`src/rtl/swf_pkg.sv`:
```
package swf_pkg;
  localparam int DEV_W   = 3;
  localparam int REG_W   = 6;
  localparam int DATA_W  = 16;
  localparam int SHORT_W = 8;
  localparam int STRAP_W = 2;
  localparam int HDR_W   = DEV_W + REG_W + 1;
  localparam int MAX_CNT = (DATA_W > HDR_W) ? DATA_W : HDR_W;
  localparam int CNT_W   = $clog2(MAX_CNT + 1);

  localparam logic [REG_W-1:0]  CTRL_REG   = REG_W'(6'h05);
  localparam logic [DATA_W-1:0] BCAST_MASK = DATA_W'(16'h0003);

  typedef enum logic [2:0] {
    SYM_ZERO  = 3'd0,
    SYM_ONE   = 3'd1,
    SYM_START = 3'd2,
    SYM_ATTN  = 3'd3,
    SYM_RESET = 3'd4
  } sym_e;

  typedef enum logic [2:0] {
    ST_IDLE, ST_HDR, ST_DATA, ST_PAR, ST_ACK, ST_SKIP
  } state_e;

  typedef struct packed {
    logic clear;
    logic hdrBit;
    logic lastHdr;
    logic dataBit;
    logic parBit;
    logic ackBit;
  } strobe_t;

  function automatic logic isShortReg(input logic [REG_W-1:0] r);
    return (r == REG_W'(6'h00)) || (r == REG_W'(6'h04)) || (r == REG_W'(6'h20));
  endfunction
endpackage

```
`src/rtl/swf_ctrl.sv`:
```
module swf_ctrl
  import swf_pkg::*;
(
  input  logic          clk,
  input  logic          rstN,
  input  logic          symValid,
  input  logic [2:0]    symKind,
  input  logic          addrHit,
  input  logic          isShort,
  output state_e        phase,
  output strobe_t       strb
);
  state_e           state, nState;
  logic [CNT_W-1:0] cnt, nCnt;
  logic [CNT_W-1:0] lastIdx;

  assign lastIdx = isShort ? CNT_W'(SHORT_W - 1) : CNT_W'(DATA_W - 1);
  assign phase   = state;

  always_comb begin
    strb   = '0;
    nState = state;
    nCnt   = cnt;
    if (symValid) begin
      case (symKind)
        SYM_RESET: begin
          nState = ST_IDLE;
          nCnt   = '0;
        end
        SYM_START: begin
          nState     = ST_HDR;
          nCnt       = '0;
          strb.clear = 1'b1;
        end
        SYM_ZERO, SYM_ONE: begin
          case (state)
            ST_HDR: begin
              strb.hdrBit = 1'b1;
              if (cnt == CNT_W'(HDR_W - 1)) begin
                strb.lastHdr = 1'b1;
                nState       = addrHit ? ST_DATA : ST_SKIP;
                nCnt         = '0;
              end else begin
                nCnt = cnt + 1'b1;
              end
            end
            ST_DATA: begin
              strb.dataBit = 1'b1;
              if (cnt == lastIdx) begin
                nState = ST_PAR;
                nCnt   = '0;
              end else begin
                nCnt = cnt + 1'b1;
              end
            end
            ST_PAR: begin
              strb.parBit = 1'b1;
              nState      = ST_ACK;
            end
            ST_ACK: begin
              strb.ackBit = 1'b1;
              nState      = ST_SKIP;
            end
            default: ;
          endcase
        end
        default: ;
      endcase
    end
  end

  always_ff @(posedge clk or negedge rstN) begin
    if (!rstN) begin
      state <= ST_IDLE;
      cnt   <= '0;
    end else begin
      state <= nState;
      cnt   <= nCnt;
    end
  end

  // a reset symbol always returns the framer to idle
  p_reset_idle_r10: assert property (@(posedge clk) disable iff (!rstN)
    symValid && symKind == SYM_RESET |=> state == ST_IDLE);

  // a start symbol always opens a fresh header
  p_start_hdr_r9: assert property (@(posedge clk) disable iff (!rstN)
    symValid && symKind == SYM_START |=> state == ST_HDR && cnt == '0);

  // attention leaves the frame position untouched
  p_attn_hold_r12: assert property (@(posedge clk) disable iff (!rstN)
    symValid && symKind == SYM_ATTN |=> $stable(state) && $stable(cnt));

  // the bit counter never passes the longest field
  p_cnt_bound_r2: assert property (@(posedge clk) disable iff (!rstN)
    cnt <= CNT_W'(MAX_CNT));
endmodule

```
`src/rtl/swf_dpath.sv`:
```
module swf_dpath
  import swf_pkg::*;
(
  input  logic               clk,
  input  logic               rstN,
  input  logic [2:0]         symKind,
  input  logic [STRAP_W-1:0] strap,
  input  state_e             phase,
  input  strobe_t            strb,
  input  logic [DATA_W-1:0]  regRdData,
  output logic               addrHit,
  output logic               isShort,
  output logic [REG_W-1:0]   regAddr,
  output logic [DATA_W-1:0]  regWrData,
  output logic [DATA_W-1:0]  regWrMask,
  output logic               regWrEn,
  output logic               drvEn,
  output logic               drvBit,
  output logic               busErr
);
  localparam int ID_W = DEV_W + REG_W;

  logic [ID_W-1:0]   hdrReg;
  logic [DEV_W-1:0]  devField;
  logic [REG_W-1:0]  regField;
  logic [DEV_W-1:0]  ownDev;
  logic              bitVal, isBcast;
  logic              rwReg, shortReg, parAcc, parOk;
  logic [DATA_W-1:0] sh;

  assign bitVal   = (symKind == SYM_ONE);
  assign devField = hdrReg[ID_W-1:REG_W];
  assign regField = hdrReg[REG_W-1:0];
  assign ownDev   = DEV_W'(strap) + DEV_W'(1);
  assign isBcast  = (devField == '0);
  // the direction bit is the symbol being taken when this is consulted
  assign addrHit  = (devField == ownDev) || (isBcast && !bitVal);
  assign isShort  = shortReg;
  assign regAddr  = regField;

  assign regWrData = shortReg ? DATA_W'(sh[SHORT_W-1:0]) : sh;
  assign regWrMask = isBcast ? BCAST_MASK : '1;

  always_comb begin
    drvEn  = 1'b0;
    drvBit = 1'b0;
    case (phase)
      ST_DATA: begin drvEn = rwReg;  drvBit = sh[DATA_W-1]; end
      ST_PAR:  begin drvEn = rwReg;  drvBit = parAcc;       end
      ST_ACK:  begin drvEn = !rwReg; drvBit = parOk;        end
      default: ;
    endcase
  end

  always_ff @(posedge clk or negedge rstN) begin
    if (!rstN) begin
      hdrReg   <= '0;
      rwReg    <= 1'b0;
      shortReg <= 1'b0;
      parAcc   <= 1'b0;
      parOk    <= 1'b0;
      sh       <= '0;
      regWrEn  <= 1'b0;
      busErr   <= 1'b0;
    end else begin
      regWrEn <= 1'b0;
      busErr  <= 1'b0;
      if (strb.clear) begin
        parAcc <= 1'b0;
        parOk  <= 1'b0;
      end
      if (strb.hdrBit) begin
        parAcc <= parAcc ^ bitVal;
        if (!strb.lastHdr) begin
          hdrReg <= {hdrReg[ID_W-2:0], bitVal};
        end else begin
          rwReg    <= bitVal;
          shortReg <= isShortReg(regField);
          if (bitVal)
            sh <= isShortReg(regField) ? (regRdData << (DATA_W - SHORT_W)) : regRdData;
        end
      end
      if (strb.dataBit) begin
        parAcc <= parAcc ^ bitVal;
        sh     <= {sh[DATA_W-2:0], bitVal};
      end
      if (strb.parBit) begin
        parOk  <= (parAcc == bitVal);
        parAcc <= parAcc ^ bitVal;
      end
      if (strb.ackBit) begin
        if (bitVal && !rwReg && parOk && (!isBcast || regField == CTRL_REG))
          regWrEn <= 1'b1;
        if (!bitVal)
          busErr <= 1'b1;
      end
    end
  end

  // a frame ends in either a write or an error, never both
  p_wr_err_excl_r6: assert property (@(posedge clk) disable iff (!rstN)
    !(regWrEn && busErr));

  // a strobe only follows a write frame whose parity checked good
  p_wr_good_par_r5: assert property (@(posedge clk) disable iff (!rstN)
    regWrEn |-> $past(parOk) && !rwReg);

  // the write strobe lasts a single cycle
  p_wr_pulse_r5: assert property (@(posedge clk) disable iff (!rstN)
    regWrEn |=> !regWrEn);

  // the error output lasts a single cycle
  p_err_pulse_r6: assert property (@(posedge clk) disable iff (!rstN)
    busErr |=> !busErr);

  // a broadcast strobe can only reach the control register
  p_bcast_ctrl_r7: assert property (@(posedge clk) disable iff (!rstN)
    regWrEn && isBcast |-> regAddr == CTRL_REG && regWrMask == BCAST_MASK);
endmodule

```
`src/rtl/swire_txn_framer.sv`:
```
module swire_txn_framer
  import swf_pkg::*;
(
  input  logic               clk,
  input  logic               rstN,
  input  logic               symValid,
  input  logic [2:0]         symKind,
  input  logic [STRAP_W-1:0] strap,
  output logic [REG_W-1:0]   regAddr,
  input  logic [DATA_W-1:0]  regRdData,
  output logic [DATA_W-1:0]  regWrData,
  output logic [DATA_W-1:0]  regWrMask,
  output logic               regWrEn,
  output logic               drvEn,
  output logic               drvBit,
  output logic               busErr
);
  state_e  phase;
  strobe_t strb;
  logic    addrHit, isShort;

  swf_ctrl i_ctrl (
    .clk      (clk),
    .rstN     (rstN),
    .symValid (symValid),
    .symKind  (symKind),
    .addrHit  (addrHit),
    .isShort  (isShort),
    .phase    (phase),
    .strb     (strb)
  );

  swf_dpath i_dpath (
    .clk       (clk),
    .rstN      (rstN),
    .symKind   (symKind),
    .strap     (strap),
    .phase     (phase),
    .strb      (strb),
    .regRdData (regRdData),
    .addrHit   (addrHit),
    .isShort   (isShort),
    .regAddr   (regAddr),
    .regWrData (regWrData),
    .regWrMask (regWrMask),
    .regWrEn   (regWrEn),
    .drvEn     (drvEn),
    .drvBit    (drvBit),
    .busErr    (busErr)
  );

  // after a reset symbol nothing is driven onto the line
  p_reset_quiet_r10: assert property (@(posedge clk) disable iff (!rstN)
    symValid && symKind == SYM_RESET |=> !drvEn);
endmodule

```
`config.mk`:
```
export PLATFORM = sky130hd
export DESIGN_NAME = swire_txn_framer
export DESIGN_NICKNAME = d
export VERILOG_FILES = /design/src/rtl/swf_pkg.sv /design/src/rtl/swf_ctrl.sv /design/src/rtl/swf_dpath.sv /design/src/rtl/swire_txn_framer.sv
export SDC_FILE = /design/constraint.sdc
export NUM_CORES = 1
export LEC_CHECK = 0
export ABC_AREA = 0
export BUFFER_PORTS_ARGS = -buffer_cell sky130_fd_sc_hd__buf_4
export CAP_MARGIN = 30
export CORE_ASPECT_RATIO = 1.25
export CORE_MARGIN = 4
export CORE_UTILIZATION = 40
export CTS_CLUSTER_DIAMETER = 30
export DETAILED_ROUTE_END_ITERATION = 10
export MAX_ROUTING_LAYER = met4
export PLACE_DENSITY_LB_ADDON = 0.05
export SLEW_MARGIN = 30
export SYNTH_ARGS = -nofsm -noshare
export SYNTH_HDL_FRONTEND = slang
export SYNTH_SLANG_ARGS = --single-unit
```
`constraint.sdc`:
```
create_clock -name clk -period 4.2 [get_ports clk]
set_input_delay 0.42 -clock clk [delete_from_list [all_inputs] [get_ports clk]]
set_output_delay 0.42 -clock clk [all_outputs]
set_load 0.01 [all_outputs]
```
# Word level (Yosys, flattened, before mapping)
# Cells that the tools add are included.
dict set report classes {
  n_addsub 2
  mux 36
  n_eq_ne 18
  bitwise_logic 2
  reduce_logical 29
}
# operator n
set op_table {}
lappend op_table {{$mux W16} 7}
lappend op_table {{$pmux W5 S2} 2}
lappend op_table {{$mux W5} 3}
lappend op_table {{$mux W1} 14}
lappend op_table {{$eq A6 B3 Y1 const B} 2}
lappend op_table {{$pmux W3 S4} 1}
lappend op_table {{$reduce_bool A2 Y1} 5}
lappend op_table {{$eq A3 B2 Y1 const B} 3}
lappend op_table {{$mux W3} 3}
lappend op_table {{$pmux W3 S3} 1}
lappend op_table {{$eq A3 B1 Y1 const B} 2}
lappend op_table {{$eq A3 B3 Y1 const B} 2}
lappend op_table {{$eq A6 B6 Y1 const B} 1}
lappend op_table {{$logic_not A3 Y1} 2}
lappend op_table {{$logic_not A6 Y1} 1}
lappend op_table {{$mux W6} 1}
lappend op_table {{$ne A3 B2 Y1 const B} 2}
lappend op_table {{$reduce_and A3 Y1} 2}
lappend op_table {{$reduce_or A2 Y1} 3}
lappend op_table {{$add A5 B1 Y5 const B} 1}
lappend op_table {{$eq A5 B4 Y1 const B} 1}
lappend op_table {{$eq A5 B5 Y1} 1}
lappend op_table {{$ne A5 B4 Y1 const B} 1}
lappend op_table {{$reduce_and A5 Y1} 1}
lappend op_table {{other kinds (16)} 25}
dict set report totals {
  register_bits 39
  input_bits 24
  elab_cells 97
  output_inout_bits 42
}

# Logic depth before layout (Yosys ltp)
dict set report depth {
  ltp_word 9
  ltp_mapped 8
  mapped_depth_nobuf 7
}

# By module
# Synthesis repeated with hierarchy kept, for this count alone.
dict set report hier_totals {
  hier_cells 261
  area_unflattened_um2 2493.6
}
# module area_each_um2 cells_each n_inst seq_area_each_um2
set modules_own_cells {}
lappend modules_own_cells {swf_dpath 1826.8 189 1 775.7}
lappend modules_own_cells {swf_ctrl 666.9 72 1 200.2}

# Worst setup path after synthesis
# Ideal clock, no wire load.
dict set report synth_timing {
  path_kind {in2reg}
  start {input port symKind[2]}
  end {register i_dpath.sh[0]}
  setup_time_ns 0.133
  setup_slack_ns 2.044
  n_path_buf 3
  stages 8
  required_ns 4.067
  arrival_ns 2.024
  path_cell_list {buf_6 -> or3b_1 -> buf_6 -> or3_4 -> or2_1 -> buf_6 -> a211oi_2 -> a21oi_1}
}
dict set report synth_between {
  elab_chain_cells 6
  word_cells_on_any_way 10
  classes_between {1 x eq/ne; 3 x mux; 6 x reduce/logical}
}
# item line
set synth_rtl {}
lappend synth_rtl {{start: declaration} swire_txn_framer.sv:7} ;# input logic [2:0] symKind,
lappend synth_rtl {{$eq A3 B1 Y1 or $logic_not A3 Y1 (tied branches)} {swf_ctrl.sv:25, swf_dpath.sv:31}}
lappend synth_rtl {{$reduce_or A2 Y1} swf_ctrl.sv:25} ;# case (symKind)
lappend synth_rtl {{$mux W5} swf_ctrl.sv:25}
lappend synth_rtl {{$mux W6} swf_ctrl.sv:24} ;# if (symValid) begin
lappend synth_rtl {{$reduce_bool A2 Y1 (no source line)} -}
lappend synth_rtl {{$reduce_and A3 Y1 (no source line)} -}
lappend synth_rtl {{end signal: assignment} swf_dpath.sv:80} ;# sh <= isShortReg(regField) ? (regRdData << (DATA_W - SHORT_W)) : regRdData;
lappend synth_rtl {{end signal: assignment} swf_dpath.sv:85} ;# sh <= {sh[DATA_W-2:0], bitVal};
lappend synth_rtl {{end: declaration} swf_dpath.sv:29} ;# logic [DATA_W-1:0] sh;
# Parallel ways exist; a longest one is shown, timed or not.
# A chain may end at the register's enable or synchronous reset.

# Worst setup path after layout
dict set report layout_timing {
  start {register i_ctrl.state[0], in the netlist i_ctrl.phase[0]}
  end {register i_dpath.sh[8]}
}
dict set report layout_between {
  elab_chain_cells 6
  word_cells_on_any_way 11
  classes_between {2 x eq/ne; 5 x mux; 4 x reduce/logical}
}
# item line
set layout_rtl {}
lappend layout_rtl {{start: declaration} swf_ctrl.sv:13} ;# state_e state, nState;
lappend layout_rtl {{start signal: assignment} swf_ctrl.sv:77} ;# state <= nState;
lappend layout_rtl {{$eq A3 B2 Y1 or $eq A3 B1 Y1 (tied branches)} swf_ctrl.sv:36} ;# case (state)
lappend layout_rtl {{$mux W1 or $mux W2 (tied branches)} swf_ctrl.sv:36}
lappend layout_rtl {{$mux W5 (*)} swf_ctrl.sv:25}
lappend layout_rtl {{$mux W6 (*)} swf_ctrl.sv:24}
lappend layout_rtl {{$reduce_bool A2 Y1 (no source line)} -}
lappend layout_rtl {{$reduce_and A3 Y1 (no source line)} -}
# Every way passes the cells marked *; elsewhere a longest branch is shown, timed or not.

==> flow_metrics.env <==
export IMPL_outcome="complete, no violations"
export IMPL_cts_clk_slew_worst_paths_ns=0.07
export IMPL_syn_to_final_growth_pct=15.6
export IMPL_critical_path_required_ns=4.43
export IMPL_clock_sink_count=39
export IMPL_worstHoldPathType="primary input to asynchronous set/reset pin"
export IMPL_place_hpwl_um=4220
export IMPL_detailedRoute_firstPassIterationCount=4
export IMPL_synth_compound_area_share_pct=18.7
export IMPL_route_detailed_vias_per_inst=5.19
export IMPL_ctsLongestPathBuffers=2
export IMPL_combined_area_of_all_synthesized_cells_um2=2530
export IMPL_synth_ff_type="sky130_fd_sc_hd__dfrtp_1"
export IMPL_detail_route_iter0_violations=94
export IMPL_synth_edf_count=0
export IMPL_drive_above_1_share_pct=28.9
export IMPL_timing_setup_critical_path_class="register to register"
export IMPL_largest_net_degree_at_the_start_of_global_routing=40
export IMPL_post_route_drc_count=0
export IMPL_grt_ovfl_total=0
export IMPL_power_net_switching_mw=0.372
export IMPL_synth_yosys_warnings=0
export IMPL_finalHoldViolations=0
export IMPL_cts_tree="done"
export IMPL_gp_routability_congestion=0.817
export IMPL_placed_area_um2=2850
export IMPL_tightest_slew_ns=0.734
export IMPL_final_period_minus_worst_setup_slack_ns=2.41
export IMPL_final_cell_mix="sky130_fd_sc_hd__buf_4, sky130_fd_sc_hd__dfrtp_1, sky130_fd_sc_hd__nand2_1, sky130_fd_sc_hd__o21ai_0, sky130_fd_sc_hd__nor2_1"
export IMPL_route_antenna_remaining_nets=0
export IMPL_clockRootBuffer="sky130_fd_sc_hd__clkbuf_8"
export IMPL_placement_rows=32
export IMPL_routed_wl_um=5630
export IMPL_finalSetupViolations=0
export IMPL_postLayoutCoreUtil_pct=47.4
export IMPL_postSynthAreaPerCell_um2=9.20
export IMPL_port_buffers=63
export IMPL_dieArea_um2=7670
export IMPL_cp_slowest_cell="sky130_fd_sc_hd__dfrtp_1"
export IMPL_total_leakage_power_nw=1.44
export IMPL_worstReg2RegEnd="i_dpath.sh[8]"
export IMPL_path_max_fanout=13
export IMPL_wire_per_inst_um=14.5
export IMPL_vias=2019
export IMPL_finalSetupTns_ns=0
export IMPL_seq_power_share_pct=46.7
export IMPL_worst_r2r_src="i_ctrl.phase[0]"
export IMPL_finalHoldWorstSlack_ns=0.101
export IMPL_crit_path_max_incr_delay_ns=0.61
export IMPL_synthesis_instances=275
export IMPL_worst_path_setup_slack_after_routing_ns=1.79
export IMPL_postCtsResizedCells=0
export IMPL_cap_viol_max_count=0
export IMPL_layout_cells_most_common="sky130_fd_sc_hd__buf_4"
export IMPL_fmaxAchievable_mhz=415
export IMPL_grt_pass1_wl_um=9760
export IMPL_slew_limit_headroom_pct=50.9
export IMPL_fin_cells=389
export IMPL_core_area_um2=6170
export IMPL_critical_path_cell_chain="or3b_2 -> nor4_4 -> buf_4 -> nor2_1 -> a211oi_1 -> a21o_1"
export IMPL_design_portCount=66
export IMPL_grt_util_all_layers_pct=16.0
export IMPL_crit_path_start_kind="register"
export IMPL_synth_simple_gate_area_share_pct=18.8
export IMPL_grt_setup_unrepaired="false"
export IMPL_cts_hold_buffers=0
export IMPL_power_density_nw_per_um2=364
export IMPL_numCtsBuffers=5
export IMPL_die_w_um=79.1
export IMPL_synth_xor_area_share_pct=2.42
export IMPL_rr_worst_depth=6
export IMPL_dp_worst_setup_slack_ns=1.69
export IMPL_design_final_nets=332
export IMPL_power_frac_comb_pct=31.4
export IMPL_die_height_um=96.9
export IMPL_worstPathArrival_ns=2.64
export IMPL_vdd_ir_drop_max_uv=166
export IMPL_deepest_level_of_the_cts_h_tree=2
export IMPL_asyncSetResetFlopFracSynth_pct=100
export IMPL_finish_instance_area_um2=2920
export IMPL_initial_utilization_pct=41.0
export IMPL_final_period_utilization_pct=57.4
export IMPL_yosys_mux_area_fraction_pct=7.13
export IMPL_setup_reg_to_reg_worst_slack_ns=1.79
export IMPL_swShare_pct=35.0
export IMPL_setup_worst_path_end_class="register"
export IMPL_synth_seq_area_share_pct=38.6
export IMPL_grt_pass1_vias=2032
export IMPL_place_detailed_instances=383
export IMPL_report_final_slew_viol_count=0
export IMPL_post_cts_setup_buffer_count=0
export IMPL_yosys_register_bits=39
export IMPL_largest_family_of_logic_cells_by_synthesized_area="simple AND/OR/NAND/NOR gates"
export IMPL_worst_skew_pair_late_latency_ns=0.28
export IMPL_antenna_diode_count=0
export IMPL_skew_ns=0.00681
export IMPL_synth_adder_area_share_pct=1.48
export IMPL_clock_group_share_of_total_power_pct=21.9
export IMPL_final_fill_count=652
export IMPL_netlist_cell_type_count=51
export IMPL_number_of_antenna_violations_at_the_first_check_in_global_routing=0
export IMPL_finalPower_mw=1.06
export IMPL_intPower_mw=0.691
==> routing by layer <==
metal / wire length, um / part of all wire (%) / track usage (%)
met2: 2710 / 48 / 25.0
met3: 234 / 4.2 / 2.98
met1: 2590 / 46 / 20.5
met5: 0 / 0 / -
met4: 99 / 1.8 / 6.08
==> how the worst max path moves through the flow <==
stage	slack [ns]	to	start
global placement	1.60	i_dpath.sh[1]	symKind[2]
detailed placement	1.69	i_dpath.sh[10]	symKind[2]
global route	1.57	i_dpath.sh[10]	i_ctrl.phase[0]
CTS	1.78	i_dpath.sh[10]	i_ctrl.phase[0]
floorplan	2.04	i_dpath.sh[0]	symKind[2]
finish	1.79	i_dpath.sh[8]	i_ctrl.phase[0]
==> worst max-delay path, delay by kind of cell (launching register included) <==
kind,cells,cell delay (ns)
compound gates,2,0.34
buf+inv,1,0.29
flops,1,0.61
simple gates,3,1.11
==> synth_stat cells (all sizes together) (2+ instances only) <==
library cell	n	area [um2]
dfrtp	39	976
buf	37	277
o21ai	22	110
nand2	21	78.8
nor2	16	60.1
a21oi	12	60.1
a21o	10	75.1
nor2b	10	62.6
a211oi	9	72.6
mux2i	9	90.1
and3	8	50.1
mux2	8	90.1
clkbuf	7	26.3
nor3	7	35.0
inv	5	18.8
nand3	5	25.0
xnor2	5	43.8
or2	4	25.0
a22o	3	26.3
ha	3	37.5
nand2b	3	18.8
or3b	3	26.3
a21boi	2	15.0
a221oi	2	17.5
and2	2	12.5
nor4	2	27.5
o21a	2	15.0
o311ai	2	17.5
o31ai	2	15.0
xor2	2	17.5
==> final cells by class <==
cell class              count  area [um2]  share of cell area (%)
multi-input cells         188        1250                    42.9
well taps                  85         106                    3.64
clock buffers               6        72.6                    2.48
flip-flops and latches     39         976                    33.4
inverters                   5        18.8                   0.642
repair buffers             66         495                    17.0
==> sequential cells by signal, summed over array words and instances, names as in the netlist <==
| name | cells |
|---|---|
| i_dpath.busErr | 1 |
| i_dpath.regWrEn | 1 |
| i_dpath.isShort | 1 |
| i_dpath.hdrReg | 9 |
| i_dpath.sh | 16 |
| i_ctrl.phase | 3 |
| i_dpath.parOk | 1 |
| i_dpath.rwReg | 1 |
| i_ctrl.cnt | 5 |
| i_dpath.parAcc | 1 |
==> logic make-up (layout without fill, tap and decap cells) <==
family / Yosys count / in the layout
and+or+nand+nor: 87 / 87
AOI/OAI and AO/OA: 72 / 72
buffers and inverters: 49 / 77
DFF: 39 / 39
muxes: 17 / 17
xor gates and xnor gates: 7 / 7
adders and majority gates: 3 / 3
other: 1 / 2
==> power by group through the flow <==
| stage | combinational, mW | sequential, mW | clock [mW] |
|---|---|---|---|
| 2_1_floorplan | 0.276 | 0.462 | 0 |
| 5_1_grt | 0.372 | 0.507 | 0.255 |
| 6_report | 0.334 | 0.496 | 0.233 |
| 3_5_place_dp | 0.339 | 0.501 | 0 |
| 4_1_cts | 0.340 | 0.496 | 0.243 |
| 3_3_place_gp | 0.334 | 0.503 | 0 |
No activity file was read; power rests on OpenSTA's default activity.
